`src/rtl/sreg_pkg.sv`:
```
package sreg_pkg;

    localparam int BYTE_W = 8;

    typedef logic [BYTE_W-1:0] byte_t;

    // Kind of register an address selects
    typedef enum logic [1:0] {
        ACC_NONE   = 2'd0,
        ACC_STATUS = 2'd1,
        ACC_MSB    = 2'd2,
        ACC_LSB    = 2'd3
    } acc_kind_e;

endpackage

```
`src/rtl/sreg_axis_slot.sv`:
```
module sreg_axis_slot
    import sreg_pkg::*;
#(
    parameter int SMP_W = 14
) (
    input  logic             clk,
    input  logic             rst_n,
    input  logic             enable,
    input  logic             load,
    input  logic [SMP_W-1:0] sample,
    input  logic             msb_rd,
    output byte_t            msb_byte,
    output byte_t            lsb_shadow,
    output logic             rdy
);

    localparam int LSB_BITS = SMP_W - BYTE_W;
    localparam int PAD_BITS = BYTE_W - LSB_BITS;

    typedef struct packed {
        logic [SMP_W-1:0] smp;
        byte_t            shadow;
        logic             rdy;
    } slot_t;

    slot_t slot_d, slot_q;

    always_comb begin
        slot_d = slot_q;
        if (!enable) begin
            slot_d = '0;
        end else begin
            if (msb_rd) begin
                slot_d.shadow = {slot_q.smp[LSB_BITS-1:0], {PAD_BITS{1'b0}}};
                slot_d.rdy    = 1'b0;
            end
            if (load) begin
                slot_d.smp = sample;
                slot_d.rdy = 1'b1;
            end
        end
    end

    always_ff @(posedge clk or negedge rst_n) begin
        if (!rst_n) slot_q <= '0;
        else        slot_q <= slot_d;
    end

    assign msb_byte   = slot_q.smp[SMP_W-1 -: BYTE_W];
    assign lsb_shadow = slot_q.shadow;
    assign rdy        = slot_q.rdy;


    load_sets_rdy_chk: assert property (@(posedge clk) disable iff (!rst_n)
        enable && load |=> rdy);


    msb_rd_clears_rdy_chk: assert property (@(posedge clk) disable iff (!rst_n)
        enable && msb_rd && !load |=> !rdy);


    shadow_hold_chk: assert property (@(posedge clk) disable iff (!rst_n)
        enable && !msb_rd |=> $stable(lsb_shadow));


    disable_clears_slot_chk: assert property (@(posedge clk) disable iff (!rst_n)
        !enable |=> (!rdy && msb_byte == '0 && lsb_shadow == '0));

endmodule

```
`src/rtl/sreg_read_ctrl.sv`:
```
module sreg_read_ctrl
    import sreg_pkg::*;
#(
    parameter int NUM_AXES = 3,
    parameter int ADDR_W   = 8
) (
    input  logic                       clk,
    input  logic                       rst_n,
    input  logic                       enable,
    input  logic                       rd_en,
    input  logic [ADDR_W-1:0]          rd_addr,
    input  logic                       bus_stop,
    input  byte_t                      status_byte,
    input  byte_t [NUM_AXES-1:0]       msb_bytes,
    input  byte_t [NUM_AXES-1:0]       lsb_shadows,
    output logic  [NUM_AXES-1:0]       msb_rd,
    output byte_t                      rd_data
);

    localparam int AXW      = (NUM_AXES > 1) ? $clog2(NUM_AXES) : 1;
    localparam int LAST_REG = 2 * NUM_AXES;

    typedef struct packed {
        logic           arm_vld;
        logic [AXW-1:0] arm_axis;
        byte_t          data;
    } rctl_t;

    rctl_t          rctl_d, rctl_q;
    acc_kind_e      kind;
    logic [ADDR_W-1:0] off;
    logic [AXW-1:0] axis_sel;
    byte_t          sel_byte;

    // Address decode: 0 is status, then high/low pairs per axis
    always_comb begin
        off      = rd_addr - 1'b1;
        axis_sel = off[AXW:1];
        if (rd_addr == '0)
            kind = ACC_STATUS;
        else if (rd_addr <= ADDR_W'(LAST_REG))
            kind = off[0] ? ACC_LSB : ACC_MSB;
        else
            kind = ACC_NONE;
    end

    always_comb begin
        sel_byte = '0;
        unique case (kind)
            ACC_STATUS: sel_byte = status_byte;
            ACC_MSB:    sel_byte = msb_bytes[axis_sel];
            ACC_LSB:    sel_byte = (rctl_q.arm_vld && rctl_q.arm_axis == axis_sel)
                                   ? lsb_shadows[axis_sel] : '0;
            default:    sel_byte = '0;
        endcase
    end

    always_comb begin
        msb_rd = '0;
        if (enable && rd_en && kind == ACC_MSB)
            msb_rd[axis_sel] = 1'b1;
    end

    always_comb begin
        rctl_d = rctl_q;
        if (!enable) begin
            rctl_d = '0;
        end else begin
            if (rd_en) begin
                rctl_d.data     = sel_byte;
                rctl_d.arm_vld  = (kind == ACC_MSB);
                rctl_d.arm_axis = axis_sel;
            end
            if (bus_stop)
                rctl_d.arm_vld = 1'b0;
        end
    end

    always_ff @(posedge clk or negedge rst_n) begin
        if (!rst_n) rctl_q <= '0;
        else        rctl_q <= rctl_d;
    end

    assign rd_data = rctl_q.data;


    rd_data_hold_chk: assert property (@(posedge clk) disable iff (!rst_n)
        enable && !rd_en |=> $stable(rd_data));


    unmapped_zero_chk: assert property (@(posedge clk) disable iff (!rst_n)
        rd_en && rd_addr > ADDR_W'(LAST_REG) |=> rd_data == '0);


    stop_disarms_chk: assert property (@(posedge clk) disable iff (!rst_n)
        bus_stop |=> !rctl_q.arm_vld);


    msb_rd_onehot_chk: assert property (@(posedge clk) disable iff (!rst_n)
        $onehot0(msb_rd));

endmodule

```
`src/rtl/sample_regbank.sv`:
```
module sample_regbank
    import sreg_pkg::*;
#(
    parameter int NUM_AXES = 3,
    parameter int SMP_W    = 14,
    parameter int ADDR_W   = 8
) (
    input  logic              clk,
    input  logic              rst_n,
    input  logic              enable,
    input  logic              smp_valid,
    input  logic [SMP_W-1:0]  smp_x,
    input  logic [SMP_W-1:0]  smp_y,
    input  logic [SMP_W-1:0]  smp_z,
    input  logic              rd_en,
    input  logic [ADDR_W-1:0] rd_addr,
    input  logic              bus_stop,
    output logic [7:0]        rd_data
);

    localparam int STAT_PAD = BYTE_W - NUM_AXES - 1;

    typedef struct packed {
        logic                all_rdy;
        logic [NUM_AXES-1:0] seen;
    } agg_t;

    logic [NUM_AXES-1:0][SMP_W-1:0] samples;
    byte_t [NUM_AXES-1:0]           msb_bytes;
    byte_t [NUM_AXES-1:0]           lsb_shadows;
    logic  [NUM_AXES-1:0]           axis_rdy;
    logic  [NUM_AXES-1:0]           msb_rd;
    byte_t                          status_byte;
    byte_t                          rdata;
    agg_t                           agg_d, agg_q;

    assign samples = {smp_z, smp_y, smp_x};

    for (genvar a = 0; a < NUM_AXES; a++) begin : g_axis
        sreg_axis_slot #(.SMP_W(SMP_W)) u_slot (
            .clk        (clk),
            .rst_n      (rst_n),
            .enable     (enable),
            .load       (smp_valid),
            .sample     (samples[a]),
            .msb_rd     (msb_rd[a]),
            .msb_byte   (msb_bytes[a]),
            .lsb_shadow (lsb_shadows[a]),
            .rdy        (axis_rdy[a])
        );
    end

    // All-axes flag: cleared once every high byte has been read
    always_comb begin
        agg_d = agg_q;
        if (!enable) begin
            agg_d = '0;
        end else if (smp_valid) begin
            agg_d.all_rdy = 1'b1;
            agg_d.seen    = '0;
        end else begin
            agg_d.seen = agg_q.seen | msb_rd;
            if (&agg_d.seen) begin
                agg_d.all_rdy = 1'b0;
                agg_d.seen    = '0;
            end
        end
    end

    always_ff @(posedge clk or negedge rst_n) begin
        if (!rst_n) agg_q <= '0;
        else        agg_q <= agg_d;
    end

    assign status_byte = {{STAT_PAD{1'b0}}, agg_q.all_rdy, axis_rdy};

    sreg_read_ctrl #(.NUM_AXES(NUM_AXES), .ADDR_W(ADDR_W)) u_rctl (
        .clk         (clk),
        .rst_n       (rst_n),
        .enable      (enable),
        .rd_en       (rd_en),
        .rd_addr     (rd_addr),
        .bus_stop    (bus_stop),
        .status_byte (status_byte),
        .msb_bytes   (msb_bytes),
        .lsb_shadows (lsb_shadows),
        .msb_rd      (msb_rd),
        .rd_data     (rdata)
    );

    assign rd_data = rdata;


    all_rdy_agrees_chk: assert property (@(posedge clk) disable iff (!rst_n)
        agg_q.all_rdy == (|axis_rdy));


    set_wins_chk: assert property (@(posedge clk) disable iff (!rst_n)
        enable && smp_valid && (|msb_rd) |=> (&axis_rdy) && agg_q.all_rdy);


    disable_clears_all_chk: assert property (@(posedge clk) disable iff (!rst_n)
        !enable |=> (!agg_q.all_rdy && rd_data == '0));

endmodule

```
`config.mk`:
```
export PLATFORM = sky130hd
export DESIGN_NAME = sample_regbank
export DESIGN_NICKNAME = d
export VERILOG_FILES = /design/src/rtl/sreg_pkg.sv /design/src/rtl/sreg_axis_slot.sv /design/src/rtl/sreg_read_ctrl.sv /design/src/rtl/sample_regbank.sv
export SDC_FILE = /design/constraint.sdc
export NUM_CORES = 1
export LEC_CHECK = 0
export CORE_UTILIZATION = 39
export CTS_CLUSTER_SIZE = 10
export DETAILED_ROUTE_END_ITERATION = 12
export SLEW_MARGIN = 20
export SYNTH_ARGS = -nofsm -noshare
export SYNTH_HDL_FRONTEND = slang
export SYNTH_SLANG_ARGS = --single-unit
```
`constraint.sdc`:
```
create_clock -name clk -period 1.3 [get_ports clk]
set_input_delay 0.195 -clock clk [delete_from_list [all_inputs] [get_ports clk]]
set_output_delay 0.195 -clock clk [all_outputs]
set_load 0.005 [all_outputs]
```
# Yosys cells after proc, flatten, opt, wreduce, memory -nomap -nowiden
# Index checks and enable logic that the tools add are counted.
[classes] n_reduce_logical=6 eq_ne=14 add_sub_neg=1 n_lt_le_gt_ge=3 bitwise=1 mux=30
[op_table] op="23-bit two-way mux" count=3
[op_table] op="14-bit two-way mux" count=3
[op_table] op="8-bit binary-select mux with 2-bit select" count=2
[op_table] op="9-bit two-way mux" count=3
[op_table] op="8-bit two-way mux" count=3
[op_table] op="8-bit one-hot mux with 3 select lines" count=1
[op_table] op="11-bit two-way mux" count=2
[op_table] op="3-bit by 1-bit inequality test with 1-bit output, second input constant" count=5
[op_table] op="4-bit two-way mux" count=3
[op_table] op="2-bit by 1-bit inequality test with 1-bit output, second input constant" count=5
[op_table] op="8-bit by 3-bit <= comparator with 1-bit output, second input constant" count=1
[op_table] op="8-bit logical NOT" count=1
[op_table] op="1-bit two-way mux" count=6
[op_table] op="2-bit == test, second input constant" count=2
[op_table] op="1-bit logical AND" count=4
[op_table] op="2-bit two-way mux" count=2
[op_table] op="2-bit by 3-bit less-than comparator with 1-bit output, second input constant" count=1
[op_table] op="3-bit two-way mux" count=1
[op_table] op="3-bit OR" count=1
[op_table] op="3-bit AND reduction" count=1
[op_table] op="3-bit by 1-bit subtractor with 3-bit output, second input constant" count=1
[op_table] op="1-bit demux with 2-bit select" count=1
[op_table] op="2-bit by 1-bit == test with 1-bit output, second input constant" count=1
[op_table] op="2-bit == test" count=1
[op_table] op="2-bit by 1-bit greater-or-equal comparator with 1-bit output, second input constant" count=1
[totals] input_bits=56 output_inout_bits=8 regBits=84 elab_cells=69

# Depth between registers and ports, before layout
[logic_depth] word_depth=12 ltp_mapped=9 ltp_nobuf=7

# Modules after synthesis
# From an unflattened synthesis, not the netlist that was laid out.
[hier_totals] hier_cells=403 area_unflattened_um2=4449.3
[by_module_without_submodules] module="sreg_axis_slot" n_inst=3 cells_per_inst=85 area_each_um2=1032.2
[by_module_without_submodules] module="sreg_read_ctrl" n_inst=1 cells_per_inst=132 area_each_um2=1181.1
[by_module_without_submodules] module="sample_regbank" n_inst=1 cells_per_inst=16 area_each_um2=171.4

# Worst setup path before layout
# Ideal clock, no wire load.
[synth_path] kind="input to register" start="in rd_addr[6]" end="reg g_axis[1].u_slot.slot_q, in the netlist g_axis[1].u_slot.lsb_shadow[2]" path_buffers=1 path_stages=6 slack_ns=-0.782 arrival_ns=1.961 path_cell_list="or4_4 -> or2_4 -> or4_4 -> and2_4 -> buf_6 -> a22o_1"
[synth_between] elab_chain_len=7 elab_cells_between_ends=8 cone_classes="order compare: 1; eq/ne: 2; mux: 3; reduce/logical: 2"
[synth_rtl] element="start, declared" line_no="sample_regbank.sv:16" source="input logic [ADDR_W-1:0] rd_addr,"
[synth_rtl] element="8-bit by 3-bit <= comparator with 1-bit output" line_no="sreg_read_ctrl.sv:41" source="else if (rd_addr <= ADDR_W'(LAST_REG))"
[synth_rtl] element="2-bit two-way mux" line_no="sreg_read_ctrl.sv:41"
[synth_rtl] element="2-bit two-way mux *" line_no="sreg_read_ctrl.sv:39" source="if (rd_addr == '0)"
[synth_rtl] element="2-bit == test *" line_no="sreg_read_ctrl.sv:60" source="if (enable && rd_en && kind == ACC_MSB)"
[synth_rtl] element="1-bit logical AND *" line_no="sreg_read_ctrl.sv:60"
[synth_rtl] element="3-bit two-way mux *" line_no="sreg_read_ctrl.sv:60"
[synth_rtl] element="2-bit by 1-bit inequality test with 1-bit output (no source line) *"
[synth_rtl] element="end signal, assigned" line_no="sreg_axis_slot.sv:46" source="else slot_q <= slot_d;"
[synth_rtl] element="end, declared" line_no="sreg_axis_slot.sv:26" source="slot_t slot_d, slot_q;"
# Every way passes the cells marked *; elsewhere a longest branch is shown, timed or not.
# A chain may end at the register's enable or synchronous reset.

==> impl_metrics.yaml <==
run_status:
  outcome: "finished with violations"
  violations: "negative setup slack"
yosys:
  synth_area_sq_um: 3900
  yosysTopAreaCell: "dfrtp_1"
  ys_types: 42
  synth_fa_ha_area_frac: 0.00963
  synth_cells: 350
  synth-edff-count: 0
  ys.flop_type: "dfrtp_1"
  post-synth-top-count-cell: "dfrtp_1"
  synth_top_cell_area_share: 0.501
  synth_compound_area_frac: 0.0918
  synth_simple_gate_area_frac: 0.173
  synth_xor_area_frac: 0.00674
  synthArstFlopShare: 1.00
  synth_top_family_by_area: "multiplexers"
  synth_seq_cells: 78
  synthTopCellsByCount: "dfrtp_1, mux2i_1, nor2b_1, nand2_1, a22o_1"
  post_synth.cell_area_avg_sq_um: 11.1
  ys_warn_count: 0
  synthMuxAreaShare: 0.175
  syn_nets: 409
  seq_area_frac_synth: 0.501
  synth.area.top_cells: "dfrtp_1, mux2i_1, nor2b_1, nand2_1, a22o_1"
cts:
  clk_pin_slew_worst_paths_ns: 0.09
  cts_tree: "built"
  numCtsBuffers: 9
  h-tree-depth: 3
  clk_latency_ns: 0.36
  cts_buffer_depth: 2
  root_buffer: "clkbuf_8"
  cts.sink_count: 78
floorplan:
  die-area_sq_um: 10400
  fp-row-count: 36
  num_io_pins: 64
  design.core.area_sq_um: 9730
  start_util: 0.401
  die_w_microns: 102
  fp.dieH_microns: 102
layout:
  utilization: 0.556
  syn_to_final_growth_pct: 38.8
  nFillCells: 891
  insertedDiodeCount: 0
  drive_gt1_frac: 0.268
  nets: 502
timing:
  timing.fmax_mhz: 595
  finalSetupViolCount: 34
  slew_violations: 0
  finalHoldViolCount: 0
  max_slew_margin: 0.750
  rsz0062_at_grt: "true"
  worst_pin_slew_ns: 0.375
  fin_crit_sh: 1.29
  setup_ws_ns: -0.381
  holdWs_ns: 0.188
  fin_worst_skew_ns: 0.0106
  finalCriticalPeriod_ns: 1.68
global_routing:
  grtUsageTotal: 0.194
  grt_pass1_wl_microns: 15200
  globalRoute.totalOverflow: 0
  grt_pass1_vias: 3049
  antenna_found_initial: 0
  grt_max_degree: 33
setup_path:
  r2r_slack_ns: 0.02
  crit_chain: "buf_6 -> or4_4 -> buf_6 -> nor4_4 -> buf_6 -> buf_6 -> a31oi_4 -> o221a_2"
  critPathTopFamily: "simple AND/OR/NAND/NOR gates"
  required_ns: 1.54
  cp_slowest_cell: "or4_4"
  cp_max_fo: 7
  path_depth: 8
  path_common_cell: "buf_6"
  startpoint_type: "input pin"
  r2r_start: "u_rctl.rctl_q[8]"
  r2r_end: "u_rctl.rd_data[2]"
  arrival_ns: 1.92
  path_class: "input pin to flop"
  r2r_cells: 6
  max_stage_delay_ns: 0.54
  path_buf_inv: 4
  endpoint_kind: "flop"
power_and_ir_drop:
  switchingPower_mw: 1.45
  pwr-share-clk: 0.361
  power_leakage_nw: 2.56
  swShare: 0.270
  power.internal_mw: 3.91
  p_per_area_nw_per_um2: 991
  p_seq_frac: 0.480
  vdd_ir_drop_max_mv: 0.625
  power_mw: 5.36
  pwr-share-comb: 0.159
route:
  wl_per_cell_microns: 15.9
  dr.first_iter.drc_count: 98
  antenna_left: 0
  post_drt_via_cell_ratio: 4.94
  drt_wl_total_microns: 9240
  vias: 2871
  drt_pass1_iterations: 4
  drcViolationCount: 0
min_path:
  worstHoldEndpoint: "u_rctl.rctl_q[10]"
  min_path_cells: 2
  hp-start: "enable"
  hold_class: "input pin to flop"
placement:
  gp_congestion: 0.806
  hpwl_microns: 6470
  portBuffers: 63
  post-place-ws_ns: -1.07
run:
  max-cap-violations: 0
==> worst max path at each step <==
stage / start / to / slack (ns)
finish: rd_addr[6] / agg_q[0] / -0.38
global route: rd_addr[6] / agg_q[0] / -0.41
CTS: rd_addr[6] / g_axis[1].u_slot.lsb_shadow[7] / -0.41
detailed placement: rd_addr[4] / g_axis[1].u_slot.lsb_shadow[4] / -1.07
global placement: rd_addr[4] / g_axis[1].u_slot.lsb_shadow[3] / -1.06
floorplan: rd_addr[4] / g_axis[1].u_slot.lsb_shadow[2] / -0.69
==> layout make-up <==
cell class | instances | area (sq um) | area share
flip-flops and latches | 78 | 1950 | 0.361
clock buffers | 9 | 124 | 0.0229
multi-input cells | 239 | 1970 | 0.365
repair buffers | 112 | 1100 | 0.203
clock inverters | 7 | 83.8 | 0.0155
well taps | 133 | 166 | 0.0308
inverters | 3 | 13.8 | 0.00254
==> what timing repair did <==
item	in CTS	in global routing
gates resized for setup	56	35
pin swaps	17	19
endpoints found under the setup margin	44	34
hold buffers	1	0
gates cloned	1	0
setup buffers	10	2
endpoints found under the hold margin	20	0
==> sequential cells by signal, summed over array words and instances, names as in the netlist <==
register                  flops
g_axis.u_slot.lsb_shadow     18
g_axis.u_slot.slot_q         18
u_rctl.rctl_q                 3
g_axis.u_slot.rdy             3
agg_q                         4
u_rctl.rd_data                8
g_axis.u_slot.msb_byte       24
==> through the flow <==
| stage | std cells | setup TNS [ns] | instance area [sq um] |
|---|---|---|---|
| final | 581 | -9.67 | 5410 |
| after global routing | 581 | -10.78 | 5410 |
| after global placement | 552 | -32.73 | 4930 |
| after floorplan | 350 | -17.59 | 3970 |
| after CTS | 580 | -10.02 | 5310 |
| after detailed placement | 552 | -33.22 | 4930 |
==> kinds of logic after synthesis <==
| family | count (synthesis) |
|---|---|
| AO/OA/AOI/OAI | 46 |
| XOR/XNOR | 3 |
| adder cells (fa/ha/maj) | 3 |
| buffers and inverters | 33 |
| flip-flops | 78 |
| multiplexers | 68 |
| AND/OR/NAND/NOR | 119 |
==> routing by layer <==
layer / global-route usage / wire [microns] / vias to the layer above / part of all wire
met5: 0 / 0 / - / 0
met4: 0.0670 / 169 / 0 / 0.018
met3: 0.0390 / 292 / 13 / 0.032
met2: 0.306 / 4220 / 56 / 0.46
met1: 0.268 / 4560 / 1402 / 0.49
li1: - / - / 1400 / -
==> placed cells by master (no fill, tap or decap), types with 5 or more instances in the layout <==
master	n
a22o_1	18
buf_12	8
buf_2	5
buf_4	32
buf_6	10
clkbuf_8	9
clkdlybuf4s50_1	43
dfrtp_1	78
dlygate4sd2_1	10
mux2i_1	65
nand2_1	34
nand2_2	7
nor2b_1	48
==> power by group through the flow <==
stage / logic (mW) / clock network, mW / registers (mW)
2_1_floorplan: 0.405 / 0 / 2.59
3_5_place_dp: 0.788 / 0 / 2.61
4_1_cts: 0.857 / 1.98 / 2.57
5_1_grt: 0.927 / 2.07 / 2.58
3_3_place_gp: 0.782 / 0 / 2.61
6_report: 0.854 / 1.93 / 2.57
(Power assumes the default switching activity.)
